--- src/rtl/event_timer.sv ---
module event_timer #(
  parameter int CNT_W    = 29,
  parameter int RUN_BIT  = 31,
  parameter int REP_BIT  = 30,
  parameter int FLAG_BIT = 30
) (
  input  logic        clk,
  input  logic        rst_n,
  input  logic        tick_en,
  input  logic        bus_we,
  input  logic        bus_addr,
  input  logic [31:0] bus_wdata,
  output logic [31:0] bus_rdata,
  output logic        irq
);

  localparam logic [CNT_W-1:0] ZERO = '0;

  logic [CNT_W-1:0] load_q, cnt_q;
  logic             run_q, rep_q, flag_q;

  wire ctrl_wr = bus_we && !bus_addr;
  wire clr_req = bus_we && bus_addr && bus_wdata[FLAG_BIT];
  wire step    = tick_en && run_q && !ctrl_wr;
  wire expire  = step && (cnt_q == ZERO);

  logic unused_gap;
  assign unused_gap = ^bus_wdata[REP_BIT-1:CNT_W];

  always_ff @(posedge clk) begin
    if (!rst_n) begin
      load_q <= '0;
      cnt_q  <= '0;
      run_q  <= 1'b0;
      rep_q  <= 1'b0;
    end else if (ctrl_wr) begin
      load_q <= bus_wdata[CNT_W-1:0];
      cnt_q  <= bus_wdata[CNT_W-1:0];
      run_q  <= bus_wdata[RUN_BIT];
      rep_q  <= bus_wdata[REP_BIT];
    end else if (expire) begin
      if (rep_q) cnt_q <= load_q;
      else       run_q <= 1'b0;
    end else if (step) begin
      cnt_q <= cnt_q - 1'b1;
    end
  end

  always_ff @(posedge clk) begin
    if (!rst_n)       flag_q <= 1'b0;
    else if (expire)  flag_q <= 1'b1;
    else if (clr_req) flag_q <= 1'b0;
  end

  always_comb begin
    bus_rdata = '0;
    if (bus_addr) begin
      bus_rdata[CNT_W-1:0] = cnt_q;
      bus_rdata[FLAG_BIT]  = flag_q;
    end else begin
      bus_rdata[CNT_W-1:0] = load_q;
      bus_rdata[RUN_BIT]   = run_q;
      bus_rdata[REP_BIT]   = rep_q;
    end
  end

  assign irq = flag_q;

  assert_irq_rise_R3: assert property (@(posedge clk) disable iff (!rst_n)
    $rose(irq) |-> $past(tick_en && run_q && cnt_q == ZERO));

  assert_irq_fall_R6: assert property (@(posedge clk) disable iff (!rst_n)
    $fell(irq) |-> $past(bus_we && bus_addr && bus_wdata[FLAG_BIT]));

  assert_count_hold_R3: assert property (@(posedge clk) disable iff (!rst_n)
    (!ctrl_wr && !(tick_en && run_q)) |=> $stable(cnt_q));

  assert_oneshot_stop_R4: assert property (@(posedge clk) disable iff (!rst_n)
    (expire && !rep_q) |=> !run_q && cnt_q == ZERO);

  assert_periodic_reload_R5: assert property (@(posedge clk) disable iff (!rst_n)
    (expire && rep_q) |=> run_q && cnt_q == $past(load_q));

  assert_ctrl_reload_R8: assert property (@(posedge clk) disable iff (!rst_n)
    ctrl_wr |=> cnt_q == $past(bus_wdata[CNT_W-1:0]));

endmodule

--- config.mk ---
export PLATFORM = sky130hd
export DESIGN_NAME = event_timer
export DESIGN_NICKNAME = d
export VERILOG_FILES = /design/src/rtl/event_timer.sv
export SDC_FILE = /design/constraint.sdc
export NUM_CORES = 1
export LEC_CHECK = 0
export BUFFER_PORTS_ARGS = -buffer_cell sky130_fd_sc_hd__buf_2
export CORE_MARGIN = 5
export CORE_UTILIZATION = 35
export CTS_CLUSTER_DIAMETER = 200
export DETAILED_ROUTE_END_ITERATION = 10
export HOLD_SLACK_MARGIN = 0.06
export SLEW_MARGIN = 20
export SYNTH_ARGS = -nofsm -noshare
export SYNTH_HDL_FRONTEND = slang
export SYNTH_SLANG_ARGS = --single-unit
--- constraint.sdc ---
create_clock -name clk -period 2.3 [get_ports clk]
set_input_delay 0 -clock clk [delete_from_list [all_inputs] [get_ports clk]]
set_output_delay 0 -clock clk [all_outputs]
set_load 0.01 [all_outputs]
==> flow_summary.ini, run 1 <==
[synth]
synth_largest_area_cell = dfxtp_1
synthesis.nets = 498
synth_top_family_by_area = compound AO/OA/AOI/OAI gates
yosysWarnings = 0
synth.area.mux_share_pct = 8.93
synthTopCellsByCount = nand2_1, dfxtp_1, a21boi_0
yosys.area_share.xor_xnor_pct = 4.63
synthDistinctLibCells = 53
syn-mean-instance-area_sq_um = 8.24
postSynth.asyncResetShare_pct = 0
synth_edf_count = 0
synthCells = 459
syn_area_sq_um = 3780
synth_fa_ha_area_share_pct = 0.661
synth_compound_area_share_pct = 26.5
ys_seq_elements = 61
synth_area_leaders = dfxtp_1, mux2_2, nand2_1
yosys.area_share.simple_pct = 20.7
synth_top_area_share_pct = 32.3
yosysSeqAreaShare_pct = 32.3
synthFlopType = dfxtp_1
synth_most_common_cell = nand2_1

[sta]
timing.setup.tns_ns = -0.0220
max_freq_mhz = 432
min_period_over_period_pct = 101
rsz0062_at_grt = true
setup_viol = 3
slew_headroom_pct = 51.1
clock_skew_ns = 0.0160
hold_viol_final = 0
slew_viol_final = 0
worst_pin_slew_ns = 0.733
setup_slack_ns = -0.0151
finalCriticalPeriod_ns = 2.32

[drt]
num_vias = 3872
first_pass_iters = 4
antenna_left = 0
drcViolationCount = 0
viasPerCell = 5.29
wl_microns = 11500
avgRoutedWirePerCell_microns = 15.7
drt_iter0_drc = 223

[die]
core_sq_um = 10700
num_io_pins = 70
start_util_pct = 35.4
die_area_sq_um = 13000
die_w_microns = 114
placementRows = 38
die_y_microns = 114

[power_and_ir_drop]
ir_worst_vdd_uv = 334
p_leak_nw = 2.20
powerDensity_nw_per_um2 = 654
fin_total_pwr_mw = 3.41

[finish]
fin_nets = 626
drive_gt1_share_pct = 36.3
synthToLayoutAreaGrowth_pct = 37.6
stdcell_count = 732
diodes = 0

[cts]
htree_levels = 3
tritoncts = built
clkSlewWorstSetupHoldPaths_ns = 0.08
clockBufferDepth = 2
cts_sinks = 61
clk-insertion-delay-late_ns = 0.35
cts_root_buf = clkbuf_8
cts_inserted_buffers = 9

[grt]
grt_max_degree = 66
grt_first_pass_wirelength_microns = 19100
grt_pass1_vias = 3936
track_usage_pct = 17.9
overflow = 0
antenna_found_initial = 0

[critical_path]
worstSetupEndpointType = flip-flop
path_max_fanout = 8
path_class = reg2reg
cp.required_ns = 2.54
start_kind = flip-flop
critPathArrivalTime_ns = 2.55

[min_path]
hold_path_class = in2reg

[placed_design]
port_buffers = 67
finalWeightedCongestion = 0.846
dp_hpwl_microns = 7910
dp_cells = 679
dp_slack_ns = -0.0256

[status]
failed_checks = negative setup slack
outcome = complete, but fails checks

[run]
drv_cap = 0
==> layer usage <==
| metal | wire length (microns) | vias up | GRT usage (%) |
|---|---|---|---|
| met5 | 0 | - | 0 |
| met4 | 230 | 0 | 6.33 |
| met3 | 496 | 17 | 3.40 |
| met2 | 5470 | 90 | 29.6 |
| met1 | 5270 | 1826 | 23.3 |
| li1 | - | 1939 | - |
==> metrics by stage <==
stage          instance area, sq um  hold WS [ns]  utilization (%)
3_3_place_gp                   4500         0.258             42.1
2_1_floorplan                  3800         0.145                -
6_report                       5210         0.220             48.7
4_1_cts                        5110         0.189             47.8
5_1_grt                        5210         0.217             48.7
3_5_place_dp                   4500         0.271             42.1
==> final cells by class <==
class / count / area (sq um)
Clock buffer: 9 / 124
Sequential cell: 61 / 1220
Tap cell: 140 / 175
Clock inverter: 7 / 138
Timing Repair Buffer: 157 / 1140
Multi-Input combinational cell: 356 / 2400
Inverter: 2 / 7.51
Fill cell: 1037 / 5490
==> flip-flops by register name (all words and copies together) (netlist names) <==
| name | cells |
|---|---|
| rep_q | 1 |
| irq | 1 |
| run_q | 1 |
| cnt_q | 29 |
| load_q | 29 |
==> cell usage in the layout (no fill, tap or decap), types with 10 or more instances in the layout <==
cell | netlist | final
nand2_1 | 76 | 76
buf_2 | 7 | 69
dfxtp_1 | 61 | 61
buf_4 | 3 | 47
a21boi_0 | 34 | 32
dlygate4sd3_1 | 0 | 32
mux2_2 | 30 | 30
a31oi_1 | 24 | 24
o21ai_1 | 24 | 16
o21ai_2 | 0 | 14
nor4_1 | 12 | 12
nor2_1 | 12 | 12
xor2_1 | 12 | 12
nand2_2 | 11 | 11
nor3_1 | 10 | 10
o21a_1 | 10 | 10
o21ai_0 | 16 | 10
==> path summary, 6_finish.rpt <==
check | startpoint | to | slack, ns | depth (start not counted)
setup / recovery | cnt_q[6]$_SDFFE_PN0P_ | cnt_q[9]$_SDFFE_PN0P_ | -0.02 | 6
hold / removal | tick_en | cnt_q[11]$_SDFFE_PN0P_ | 0.22 | 4
setup reg to reg | cnt_q[6]$_SDFFE_PN0P_ | cnt_q[9]$_SDFFE_PN0P_ | -0.02 | 6
hold reg to reg | load_q[16]$_SDFFE_PN0P_ | load_q[16]$_SDFFE_PN0P_ | 0.49 | 2
==> repair_timing <==
item                                    in CTS  in global routing
endpoints found under the setup margin      15                 29
hold buffers                                32                  0
setup buffers                                2                  0
hold endpoints to repair                    58                  0
gates cloned                                 1                  2
gates resized for setup                      3                 25
pin swaps                                    0                  1
==> cell families after synthesis <==
group                      count (synthesis)
AOI/OAI and AO/OA                        143
xor gates and xnor gates                  20
adders and majority gates                  2
buffers and inverters                     43
DFF                                       61
muxes                                     30
other                                      1
and+or+nand+nor                          159
==> power breakdown <==
part | internal, mW | switching [mW]
clock | 0.826 | 0.451
combinational | 0.473 | 0.466
sequential | 1.12 | 0.0652
total | 2.42 | 0.983
==> critical path, stage by stage, from the launching register on <==
cell and delay [ns]:
dfxtp_1 0.32, or4_4 0.54, or3_4 0.34, or3_4 0.38, o21a_4 0.29, buf_6 0.14
a32o_1 0.21
Note: power is estimated with default switching activity, not from simulation.
==> run 2: changes to the inputs <==
--- a/config.mk
+++ b/config.mk
@@ -5,6 +5,7 @@
 export SDC_FILE = /design/constraint.sdc
 export NUM_CORES = 1
 export LEC_CHECK = 0
+export ABC_AREA = 1
 export BUFFER_PORTS_ARGS = -buffer_cell sky130_fd_sc_hd__buf_2
 export CORE_MARGIN = 5
 export CORE_UTILIZATION = 35
==> run 2 against run 1 <==
The flow now finishes without violations. Non-clock buffer count shrank 46. Cell count grew 23%. Global-route usage grew 1.4 points. Register-to-register slack gained 0.26 ns. Cell area shrank 4.5%. Wire length grew 8.2%. First-iteration DRC count shrank 7.6%. Critical endpoint is now cnt_q[28]$_SDFFE_PN0P_. Largest power group unchanged.
==> flow_summary.ini, run 2 <==
[die]
placementRows = 38
num_io_pins = 70
die_y_microns = 116
start_util_pct = 36.0
die_area_sq_um = 13500
core_sq_um = 10900
die_w_microns = 116

[critical_path]
start_kind = flip-flop
path_cells = inv_1 > ha_1 > nand2_1 > nor2_1 > nand3_2 > nor2_4 > nand2_4 > nand2_8 > nand2_1 > nand2_1 > a21oi_2
cp.required_ns = 2.53
max_stage_delay_ns = 0.31
critPathTopFamily = simple AND/OR/NAND/NOR gates
critPathArrivalTime_ns = 2.28
worstSetupEndpointType = flip-flop
path_class = reg2reg
crit_slowest_cell = dfxtp_1
path_max_fanout = 37
crit_buf_inv = 1
path_common_cell = nand2_1

[sta]
hold_viol_final = 0
min_period_over_period_pct = 89.2
max_freq_mhz = 487
timing.hold.ws_ns = 0.119
slew_viol_final = 0
setup_viol = 0
slew_headroom_pct = 40.9
timing.setup.tns_ns = 0
finalCriticalPeriod_ns = 2.05
clock_skew_ns = 0.00558
worst_pin_slew_ns = 0.881
setup_slack_ns = 0.248
rsz0062_at_grt = false

[cts]
cts_inserted_buffers = 9
cts_sinks = 61
post-cts-setup-buffers = 0
tritoncts = built
clk-insertion-delay-late_ns = 0.34
htree_levels = 3
cts_resized = 0
clkSlewWorstSetupHoldPaths_ns = 0.05
cts_root_buf = clkbuf_16
clockBufferDepth = 2

[synth]
synthDistinctLibCells = 27
synth_area_leaders = dfxtp_1, nand2_1, nor2_1
syn-mean-instance-area_sq_um = 5.92
synthTopCellsByCount = nand2_1, nor2_1, dfxtp_1
ys_seq_elements = 61
yosysWarnings = 0
synth_most_common_cell = nand2_1
synthCells = 665
synth_largest_area_cell = dfxtp_1
syn_area_sq_um = 3940
synthesis.nets = 704
synth_edf_count = 0
yosysSeqAreaShare_pct = 31.0
synth_top_area_share_pct = 31.0
postSynth.asyncResetShare_pct = 0
synthFlopType = dfxtp_1

[drt]
num_vias = 4423
first_pass_iters = 7
viasPerCell = 4.91
drt_iter0_drc = 206
antenna_left = 0
wl_microns = 12400
avgRoutedWirePerCell_microns = 13.8
drcViolationCount = 0

[grt]
grt_max_degree = 51
antenna_found_initial = 0
overflow = 0
grt_first_pass_wirelength_microns = 20300
grt_pass1_vias = 4143
track_usage_pct = 19.4

[min_path]
hold_path_class = in2reg

[power_and_ir_drop]
ir_worst_vdd_uv = 293
powerDensity_nw_per_um2 = 684
p_leak_nw = 2.45
fin_total_pwr_mw = 3.40

[placed_design]
dp_slack_ns = 0.245
dp_cells = 853
port_buffers = 67
dp_hpwl_microns = 8790
finalWeightedCongestion = 0.862
placed_cell_area_sq_um = 4370

[finish]
reg_top3 = cnt_q x29, load_q x29
drive_gt1_share_pct = 15.7
synthToLayoutAreaGrowth_pct = 26.3
diodes = 0
final_cell_mix = nand2_1, nor2_1, buf_2
stdcell_count = 900
final_util_pct = 45.5
final_common_cell = nand2_1
final_area_sq_um = 4970
fin_nets = 795

[run]
drv_cap = 0

[status]
outcome = finished, final reports clean
==> run 2: changes by cell type after synthesis, sizes merged, moves of 30 or more <==
cell,change
nand3,+52
a21boi,-34
nor2,+80
inv,+49
a21oi,+52
nand2,+165
mux2,-30
==> run 2: cells by family after synthesis <==
kind of cell,Yosys count,share of synthesized area (%)
compound gates,96,12.8
xor+xnor,8,1.78
fa+ha+maj,2,0.636
buf+inv,84,9.25
flops,61,31.0
other cells,1,0.0953
simple gates,413,44.4
==> run 2: final timing paths <==
path | from | end | slack [ns] | cells after the start
max reg2reg | cnt_q[0]$_SDFFE_PN0P_ | cnt_q[28]$_SDFFE_PN0P_ | 0.25 | 11
max | cnt_q[0]$_SDFFE_PN0P_ | cnt_q[28]$_SDFFE_PN0P_ | 0.25 | 11
min | bus_we | run_q$_SDFFE_PN0P_ | 0.12 | 3
min reg2reg | run_q$_SDFFE_PN0P_ | run_q$_SDFFE_PN0P_ | 0.48 | 2
==> run 2: power breakdown <==
| part | switching (mW) | internal [mW] |
|---|---|---|
| clock network | 0.486 | 0.810 |
| logic | 0.573 | 0.331 |
| registers | 0.0678 | 1.13 |
==> run 2: layout make-up <==
cell class	instances	area [sq um]
Inverter	53	199
Clock buffer	14	274
Multi-Input combinational cell	520	2350
Clock inverter	1	5.00
Timing Repair Buffer	111	746
Fill cell	1200	5960
Tap cell	140	175
Sequential cell	61	1220
==> run 2: timing repair <==
action,CTS,global route
setup endpoints to repair,0,0
hold buffers,32,0
endpoints found under the hold margin,55,0
==> run 2: layer usage <==
| metal | global-route usage (%) | vias up | part of all wire, % | wire, microns |
|---|---|---|---|---|
| li1 | - | 2301 | - | - |
| met1 | 25.0 | 1978 | 46 | 5720 |
| met2 | 32.4 | 130 | 46 | 5750 |
| met3 | 4.86 | 14 | 6.3 | 785 |
| met4 | 4.87 | 0 | 1.3 | 157 |
| met5 | 0 | - | 0 | 0 |
==> run 2: worst min-delay path, delay by kind of cell <==
| family | cells | cell delay, ns |
|---|---|---|
| and+or+nand+nor | 1 | 0.19 |
| buffers and inverters | 1 | 0.13 |
| AOI/OAI and AO/OA | 1 | 0.09 |
